**src/rtl/esc_tx_pkg.sv**
```systemverilog
// Shared types for the escape transmitter: the sequencer phases and
// the line state codes written {lp_p, lp_n}.
package esc_tx_pkg;

    typedef enum logic [3:0] {
        S_IDLE, S_ENT_10, S_ENT_00A, S_ENT_01, S_ENT_00B,
        S_CMD, S_DWAIT, S_DATA, S_ULPS, S_WAKE, S_EXIT_10, S_EXIT_11
    } esc_state_t;

    localparam logic [1:0] LINE_STOP  = 2'b11;
    localparam logic [1:0] LINE_MARK1 = 2'b10;
    localparam logic [1:0] LINE_MARK0 = 2'b01;
    localparam logic [1:0] LINE_SPACE = 2'b00;

endpackage

```
**src/rtl/esc_phase_timer.sv**
```systemverilog
// Down-counter that times one line-state period.
// Assumes: load is raised in the cycle before a new phase starts; a
// length of 0 is treated as 1. done is high in the last cycle of a phase.
module esc_phase_timer #(
    parameter int W = 16
) (
    input  logic         clk,
    input  logic         rst_n,
    input  logic         load,
    input  logic [W-1:0] len,
    output logic         done
);
    logic [W-1:0] cnt;

    // Reload on a phase start, otherwise count down to zero and stop.
    always_ff @(posedge clk) begin
        if (!rst_n)
            cnt <= '0;
        else if (load)
            cnt <= (len == '0) ? '0 : len - W'(1);
        else if (cnt != '0)
            cnt <= cnt - W'(1);
    end

    assign done = (cnt == '0);

    // a reload never leaves a count above the requested length minus one
    a_r4_reload_bounded: assert property (@(posedge clk) disable iff (!rst_n)
        load |=> (cnt < (($past(len) == '0) ? W'(1) : $past(len))));
endmodule

```
**src/rtl/esc_bit_serializer.sv**
```systemverilog
// Shifts one byte out as mark/space halves, bit 0 first.
// Assumes: load and adv are never raised together; adv is raised once
// per finished half. at_end is high during the space of the last bit.
module esc_bit_serializer #(
    parameter int BYTE_W = 8
) (
    input  logic              clk,
    input  logic              rst_n,
    input  logic              load,
    input  logic [BYTE_W-1:0] byte_in,
    input  logic              adv,
    output logic              bit_now,
    output logic              in_space,
    output logic              at_end
);
    localparam int IDX_W = (BYTE_W > 1) ? $clog2(BYTE_W) : 1;

    logic [BYTE_W-1:0] shreg;
    logic [IDX_W-1:0]  idx;
    logic              half;

    // Load a fresh byte or step through the mark and space halves.
    always_ff @(posedge clk) begin
        if (!rst_n) begin
            shreg <= '0;
            idx   <= '0;
            half  <= 1'b0;
        end else if (load) begin
            shreg <= byte_in;
            idx   <= '0;
            half  <= 1'b0;
        end else if (adv) begin
            half <= ~half;
            if (half) begin
                shreg <= shreg >> 1;
                idx   <= idx + IDX_W'(1);
            end
        end
    end

    assign bit_now  = shreg[0];
    assign in_space = half;
    assign at_end   = half && (idx == IDX_W'(BYTE_W - 1));

    // a new byte and a half step never coincide
    a_r3_load_adv_excl: assert property (@(posedge clk) disable iff (!rst_n)
        !(load && adv));
endmodule

```
**src/rtl/esc_lane_tx.sv**
```systemverilog
// Escape-mode line transmitter for one lane.
// Drives entry pattern, spaced-one-hot command, optional payload bytes or
// ultra-low-power hold, then the exit pattern back to Stop.
// Assumes: period, wake_len are stable during a sequence; the line output
// decodes registered state only, so it changes only at clock edges.
module esc_lane_tx
    import esc_tx_pkg::*;
#(
    parameter int         PER_W    = 8,
    parameter int         WAKE_W   = 16,
    parameter logic [7:0] LPDT_CMD = 8'h87,
    parameter logic [7:0] ULPS_CMD = 8'h78
) (
    input  logic              clk,
    input  logic              rst_n,
    input  logic [PER_W-1:0]  period,
    input  logic [WAKE_W-1:0] wake_len,
    input  logic              esc_req,
    input  logic [7:0]        esc_cmd,
    input  logic              wake_req,
    input  logic              data_valid,
    input  logic [7:0]        data_byte,
    input  logic              data_last,
    output logic              data_ready,
    output logic              busy,
    output logic              lp_p,
    output logic              lp_n
);
    localparam int TMR_W = (WAKE_W > PER_W) ? WAKE_W : PER_W;

    esc_state_t     st, st_nx;
    logic [7:0]     cmd_q;
    logic           last_q;
    logic           tmr_load, tmr_done;
    logic [TMR_W-1:0] tmr_len;
    logic           ser_load, ser_adv, ser_bit, ser_space, ser_end;
    logic [7:0]     ser_byte;
    logic [1:0]     line;

    esc_phase_timer #(.W(TMR_W)) u_timer (
        .clk(clk), .rst_n(rst_n), .load(tmr_load), .len(tmr_len), .done(tmr_done)
    );

    esc_bit_serializer #(.BYTE_W(8)) u_ser (
        .clk(clk), .rst_n(rst_n), .load(ser_load), .byte_in(ser_byte),
        .adv(ser_adv), .bit_now(ser_bit), .in_space(ser_space), .at_end(ser_end)
    );

    // Next phase, timer reload and serializer control.
    always_comb begin
        st_nx    = st;
        tmr_load = 1'b0;
        tmr_len  = TMR_W'(period);
        ser_load = 1'b0;
        ser_byte = esc_cmd;
        ser_adv  = 1'b0;
        unique case (st)
            S_IDLE: if (esc_req) begin
                st_nx = S_ENT_10; tmr_load = 1'b1; ser_load = 1'b1;
            end
            S_ENT_10:  if (tmr_done) begin st_nx = S_ENT_00A; tmr_load = 1'b1; end
            S_ENT_00A: if (tmr_done) begin st_nx = S_ENT_01;  tmr_load = 1'b1; end
            S_ENT_01:  if (tmr_done) begin st_nx = S_ENT_00B; tmr_load = 1'b1; end
            S_ENT_00B: if (tmr_done) begin st_nx = S_CMD;     tmr_load = 1'b1; end
            S_CMD, S_DATA: if (tmr_done) begin
                tmr_load = 1'b1;
                if (!ser_end)
                    ser_adv = 1'b1;
                else if (st == S_DATA)
                    st_nx = last_q ? S_EXIT_10 : S_DWAIT;
                else if (cmd_q == LPDT_CMD)
                    st_nx = S_DWAIT;
                else if (cmd_q == ULPS_CMD)
                    st_nx = S_ULPS;
                else
                    st_nx = S_EXIT_10;
            end
            S_DWAIT: if (data_valid) begin
                st_nx = S_DATA; tmr_load = 1'b1; ser_load = 1'b1; ser_byte = data_byte;
            end
            S_ULPS: if (wake_req) begin
                st_nx = S_WAKE; tmr_load = 1'b1; tmr_len = TMR_W'(wake_len);
            end
            S_WAKE:    if (tmr_done) begin st_nx = S_EXIT_11; tmr_load = 1'b1; end
            S_EXIT_10: if (tmr_done) begin st_nx = S_EXIT_11; tmr_load = 1'b1; end
            S_EXIT_11: if (tmr_done) st_nx = S_IDLE;
            default:   st_nx = S_IDLE;
        endcase
    end

    // Phase register plus the command and last-byte flags it decides on.
    always_ff @(posedge clk) begin
        if (!rst_n) begin
            st     <= S_IDLE;
            cmd_q  <= '0;
            last_q <= 1'b0;
        end else begin
            st <= st_nx;
            if (st == S_IDLE && esc_req)
                cmd_q <= esc_cmd;
            if (st == S_DWAIT && data_valid)
                last_q <= data_last;
        end
    end

    // Line pair decoded from the current phase and serializer half.
    always_comb begin
        unique case (st)
            S_ENT_10, S_WAKE, S_EXIT_10:        line = LINE_MARK1;
            S_ENT_01:                            line = LINE_MARK0;
            S_ENT_00A, S_ENT_00B, S_DWAIT, S_ULPS: line = LINE_SPACE;
            S_CMD, S_DATA:
                line = ser_space ? LINE_SPACE : (ser_bit ? LINE_MARK1 : LINE_MARK0);
            default:                             line = LINE_STOP;
        endcase
    end

    assign lp_p       = line[1];
    assign lp_n       = line[0];
    assign data_ready = (st == S_DWAIT);
    assign busy       = (st != S_IDLE);

    // a Mark-0 never turns straight into a Mark-1
    a_r11_mark0_no_flip: assert property (@(posedge clk) disable iff (!rst_n)
        ({lp_p, lp_n} == 2'b01) |=> ({lp_p, lp_n} != 2'b10));
    // a Mark-1 never turns straight into a Mark-0
    a_r11_mark1_no_flip: assert property (@(posedge clk) disable iff (!rst_n)
        ({lp_p, lp_n} == 2'b10) |=> ({lp_p, lp_n} != 2'b01));
    // Stop is left only towards LP-10
    a_r11_stop_exit: assert property (@(posedge clk) disable iff (!rst_n)
        ({lp_p, lp_n} == 2'b11) |=> ({lp_p, lp_n} == 2'b11 || {lp_p, lp_n} == 2'b10));
    // byte wait is offered only on a space
    a_r5_ready_on_space: assert property (@(posedge clk) disable iff (!rst_n)
        data_ready |-> ({lp_p, lp_n} == 2'b00));
    // a taken byte closes the ready window for the next cycle
    a_r5_ready_drops: assert property (@(posedge clk) disable iff (!rst_n)
        (data_ready && data_valid) |=> !data_ready);
    // idle means Stop on the lines
    a_r1_idle_stop: assert property (@(posedge clk) disable iff (!rst_n)
        !busy |-> ({lp_p, lp_n} == 2'b11 && !data_ready));
endmodule

```
**config.mk**
```make
export PLATFORM = sky130hd
export DESIGN_NAME = esc_lane_tx
export DESIGN_NICKNAME = d
export VERILOG_FILES = /design/src/rtl/esc_tx_pkg.sv /design/src/rtl/esc_phase_timer.sv /design/src/rtl/esc_bit_serializer.sv /design/src/rtl/esc_lane_tx.sv
export SDC_FILE = /design/constraint.sdc
export NUM_CORES = 1
export LEC_CHECK = 0
export BUFFER_PORTS_ARGS = -buffer_cell sky130_fd_sc_hd__buf_2
export CELL_PAD_IN_SITES_DETAIL_PLACEMENT = 1
export CELL_PAD_IN_SITES_GLOBAL_PLACEMENT = 1
export CORE_AREA = 3 3 112 114
export DETAILED_ROUTE_END_ITERATION = 8
export DIE_AREA = 0 0 115 117
export PLACE_DENSITY = 0.51
export SETUP_SLACK_MARGIN = 0.4
export SYNTH_ARGS = -nofsm -noshare
export SYNTH_HDL_FRONTEND = slang
export SYNTH_SLANG_ARGS = --single-unit
```
**constraint.sdc**
```tcl
create_clock -name clk -period 4.17 [get_ports clk]
set_input_delay 0.2085 -clock clk [delete_from_list [all_inputs] [get_ports clk]]
set_output_delay 0.2085 -clock clk [all_outputs]
set_load 0.02 [all_outputs]
```
==> results.tsv <==
metric	value	unit
total_setup_buffers_inserted_after_cts	0	
total_setup_violations_reported_at_the_end_of_the_flow	0	
hold_path.class	in2reg	
synth_most_common_cell	nand2_1	
grt_first_pass_wirelength	15140	microns
remaining_drc_errors	0	
cts_buffers	5	
drtPass1Iterations	4	
worst_path_largest_cell_delay	0.52	ns
finalWorstPathRequiredPeriod	3.444	ns
antenna_cells_inserted	0	
max-slew-margin-rel	43.99	%
fmax	0.2903	GHz
root_buffer	clkbuf_16	
power.switching	0.7936	mW
stdcell_count	535	
yosys_most_used_dff	dfxtp_1	
syn-cell-area	0.002905	sq mm
filler_cell_count	1402	
design.die.area	0.01346	sq mm
cts-hold-fix-buffers	0	
die_y	117	microns
comb_power_share	46.8	%
cts_tree	yes	
critical_path.startpoint_type	flip-flop	
sequential_to_total_area_share_from_yosys_stat	28.25	%
yosys_warnings	0	
yosys-top-cells-count	nand2_1, dfxtp_1, nor2_1	
routed-via-count	2790	
power_density	566.7	mW/mm^2
rows	39	
min-delay-start	data_last	
post_cts_resize_count	0	
h-tree-depth	2	
worst_ir_drop_vdd	225.6	uV
placed_cells	528	
worst_ep_required_time	4.31	ns
cpMostUsedCell	nor3_4	
power.share.clock	22.5	%
seq_power_share	30.7	%
post-route-period-util	82.60	%
number_of_max_slew_violations_in_the_final_report	0	
max-cap-violations	0	
synthToLayoutAreaGrowth	16.19	%
outcome	finished clean	
arrival	3.59	ns
critical_path.slowest_cell	or4b_4	
synth_area_leader_cell	dfxtp_1	
critPathMaxFanout	17	
timing.critical_path.to_type	flip-flop	
clock-skew-final	0.009205	ns
synth_edf_count	0	
clk_pin_slew_worst_paths	0.06	ns
r2r_setup_slack	0.73	ns
detail_route.wl_per_cell	16.98	microns
stdcell_area	0.003376	sq mm
layout-drive-gt1-share	21.17	%
tritoncts_num_sinks	41	
worstMarginPinSlew	0.8325	ns
vias_in_the_first_global_route	2936	
synth.lib_cells_used.distinct	64	
synth_fp_nets	403	
p_leak	1.213	nW
worstPathCellList	nor3_4 -> and3_1 -> mux2i_1 -> ha_1 -> or4b_4 -> or2_1 -> and4bb_2 -> nor3_4 -> a32oi_1 -> nor2_1	
placement.cell_area	0.003216	sq mm
placer_s_final_routability_congestion_estimate	0.8522	
antenna_found_initial	0	
core-area	0.01152	sq mm
grt_start_max_net_pins	27	
fin_tns_setup	0	ns
net_count_reported_at_finish	443	
switching_share	41.48	%
globalRouteOverflowTotal	0	
synth_top_cell_area_share	28.25	%
ioPinCount	50	
dp_hpwl	7203	microns
syn-instance-count	352	
total_wire_length_after_detailed_routing	9084	microns
chipWidth	115	microns
startpoint	st[2]	
detail_route.vias_per_cell	5.215	
yosys-top-cells-area	dfxtp_1, nand2_1, xor2_1	
drt_iter0_drc	126	
grt_use_total	14.03	%
critical_path_class	reg2reg	
postSynthAreaPerCell	8.254	sq um
ant_nets	0	
synth_seq_cells	41	
asyncSetResetFlopFracSynth	0	%
clk-insertion-delay-late	0.28	ns
initial_core_utilization	25.23	%
cts.path.max_buffers	2	
grt_setup_unrepaired	false	
r2r_start	st[2]	
port_buffers	49	
hold_violations	0	
cellInternalPower	1.119	mW
-- layout make-up --
type                    count  area, sq um  share of cell area [%]
clock buffers               5        125.1                   3.706
clock inverters             2        35.03                   1.038
inverters                   6        22.52                  0.6672
multi-input cells         286         1926                   57.04
flip-flops and latches     41        820.8                   24.31
well taps                 143        178.9                   5.300
repair buffers             52        267.8                   7.932
-- flip-flops by register name, summed over array words and instances, names as in the netlist --
register        cells
u_timer.cnt        16
last_q              1
cmd_q               8
u_ser.shreg         8
u_ser.idx           3
st                  4
u_ser.in_space      1
-- per-layer routing --
metal,global-route usage [%],wire length [microns]
met1,19.14,4426
met2,23.53,4350
met3,2.005,211
met4,3.208,96
met5,0,0
-- worst max-delay path, delay by kind of cell, from the launching register on --
| kind | cells | cell delay [ns] |
|---|---|---|
| AO/OA/AOI/OAI | 1 | 0.24 |
| AND/OR/NAND/NOR | 7 | 2.01 |
| adder cells (fa/ha/maj) | 1 | 0.28 |
| multiplexers | 1 | 0.28 |
| flip-flops | 1 | 0.50 |
-- worst paths after layout --
path,endpoint,cells after the start
setup / recovery,u_timer.cnt[9],10
hold / removal,last_q,3
setup reg to reg,u_timer.cnt[9],10
hold reg to reg,cmd_q[7],2
-- cell usage in the layout (no fill, tap or decap), types with 8 or more instances in the layout --
| cell type | n |
|---|---|
| dfxtp_1 | 41 |
| a21boi_0 | 9 |
| a21oi_1 | 20 |
| nor4_1 | 8 |
| nand3_1 | 11 |
| xnor2_1 | 12 |
| nor3_1 | 10 |
| nor2_1 | 21 |
| o21ai_0 | 20 |
| xor2_1 | 16 |
| nand2_1 | 43 |
| buf_2 | 49 |
-- power groups by stage --
stage,combinational (mW),sequential [mW],clock (mW)
floorplan,0.722,0.573,0
global placement,0.898,0.597,0
detailed placement,0.900,0.597,0
CTS,0.907,0.589,0.443
global route,1.01,0.602,0.462
finish,0.895,0.587,0.430
-- stage by stage --
stage / hold WS [ns] / utilization (%) / setup slack [ns] / power, mW
global route: 0.2155 / 29.31 / 0.4605 / 2.075
floorplan: 0.3348 / - / 0.7915 / 1.295
detailed placement: 0.4803 / 27.92 / 0.7629 / 1.497
global placement: 0.4713 / 27.92 / 0.8698 / 1.495
CTS: 0.1919 / 29.31 / 0.7257 / 1.939
finish: 0.1957 / 29.31 / 0.7258 / 1.913
-- kinds of logic after synthesis --
kind of cell | Yosys count | share of synthesized area [%]
compound gates | 98 | 23.13
xor+xnor | 28 | 8.441
fa+ha+maj | 5 | 2.153
buf+inv | 25 | 5.469
flops | 41 | 28.25
mux | 9 | 3.187
simple gates | 146 | 29.37
Note: power is estimated with default switching activity, not from simulation.
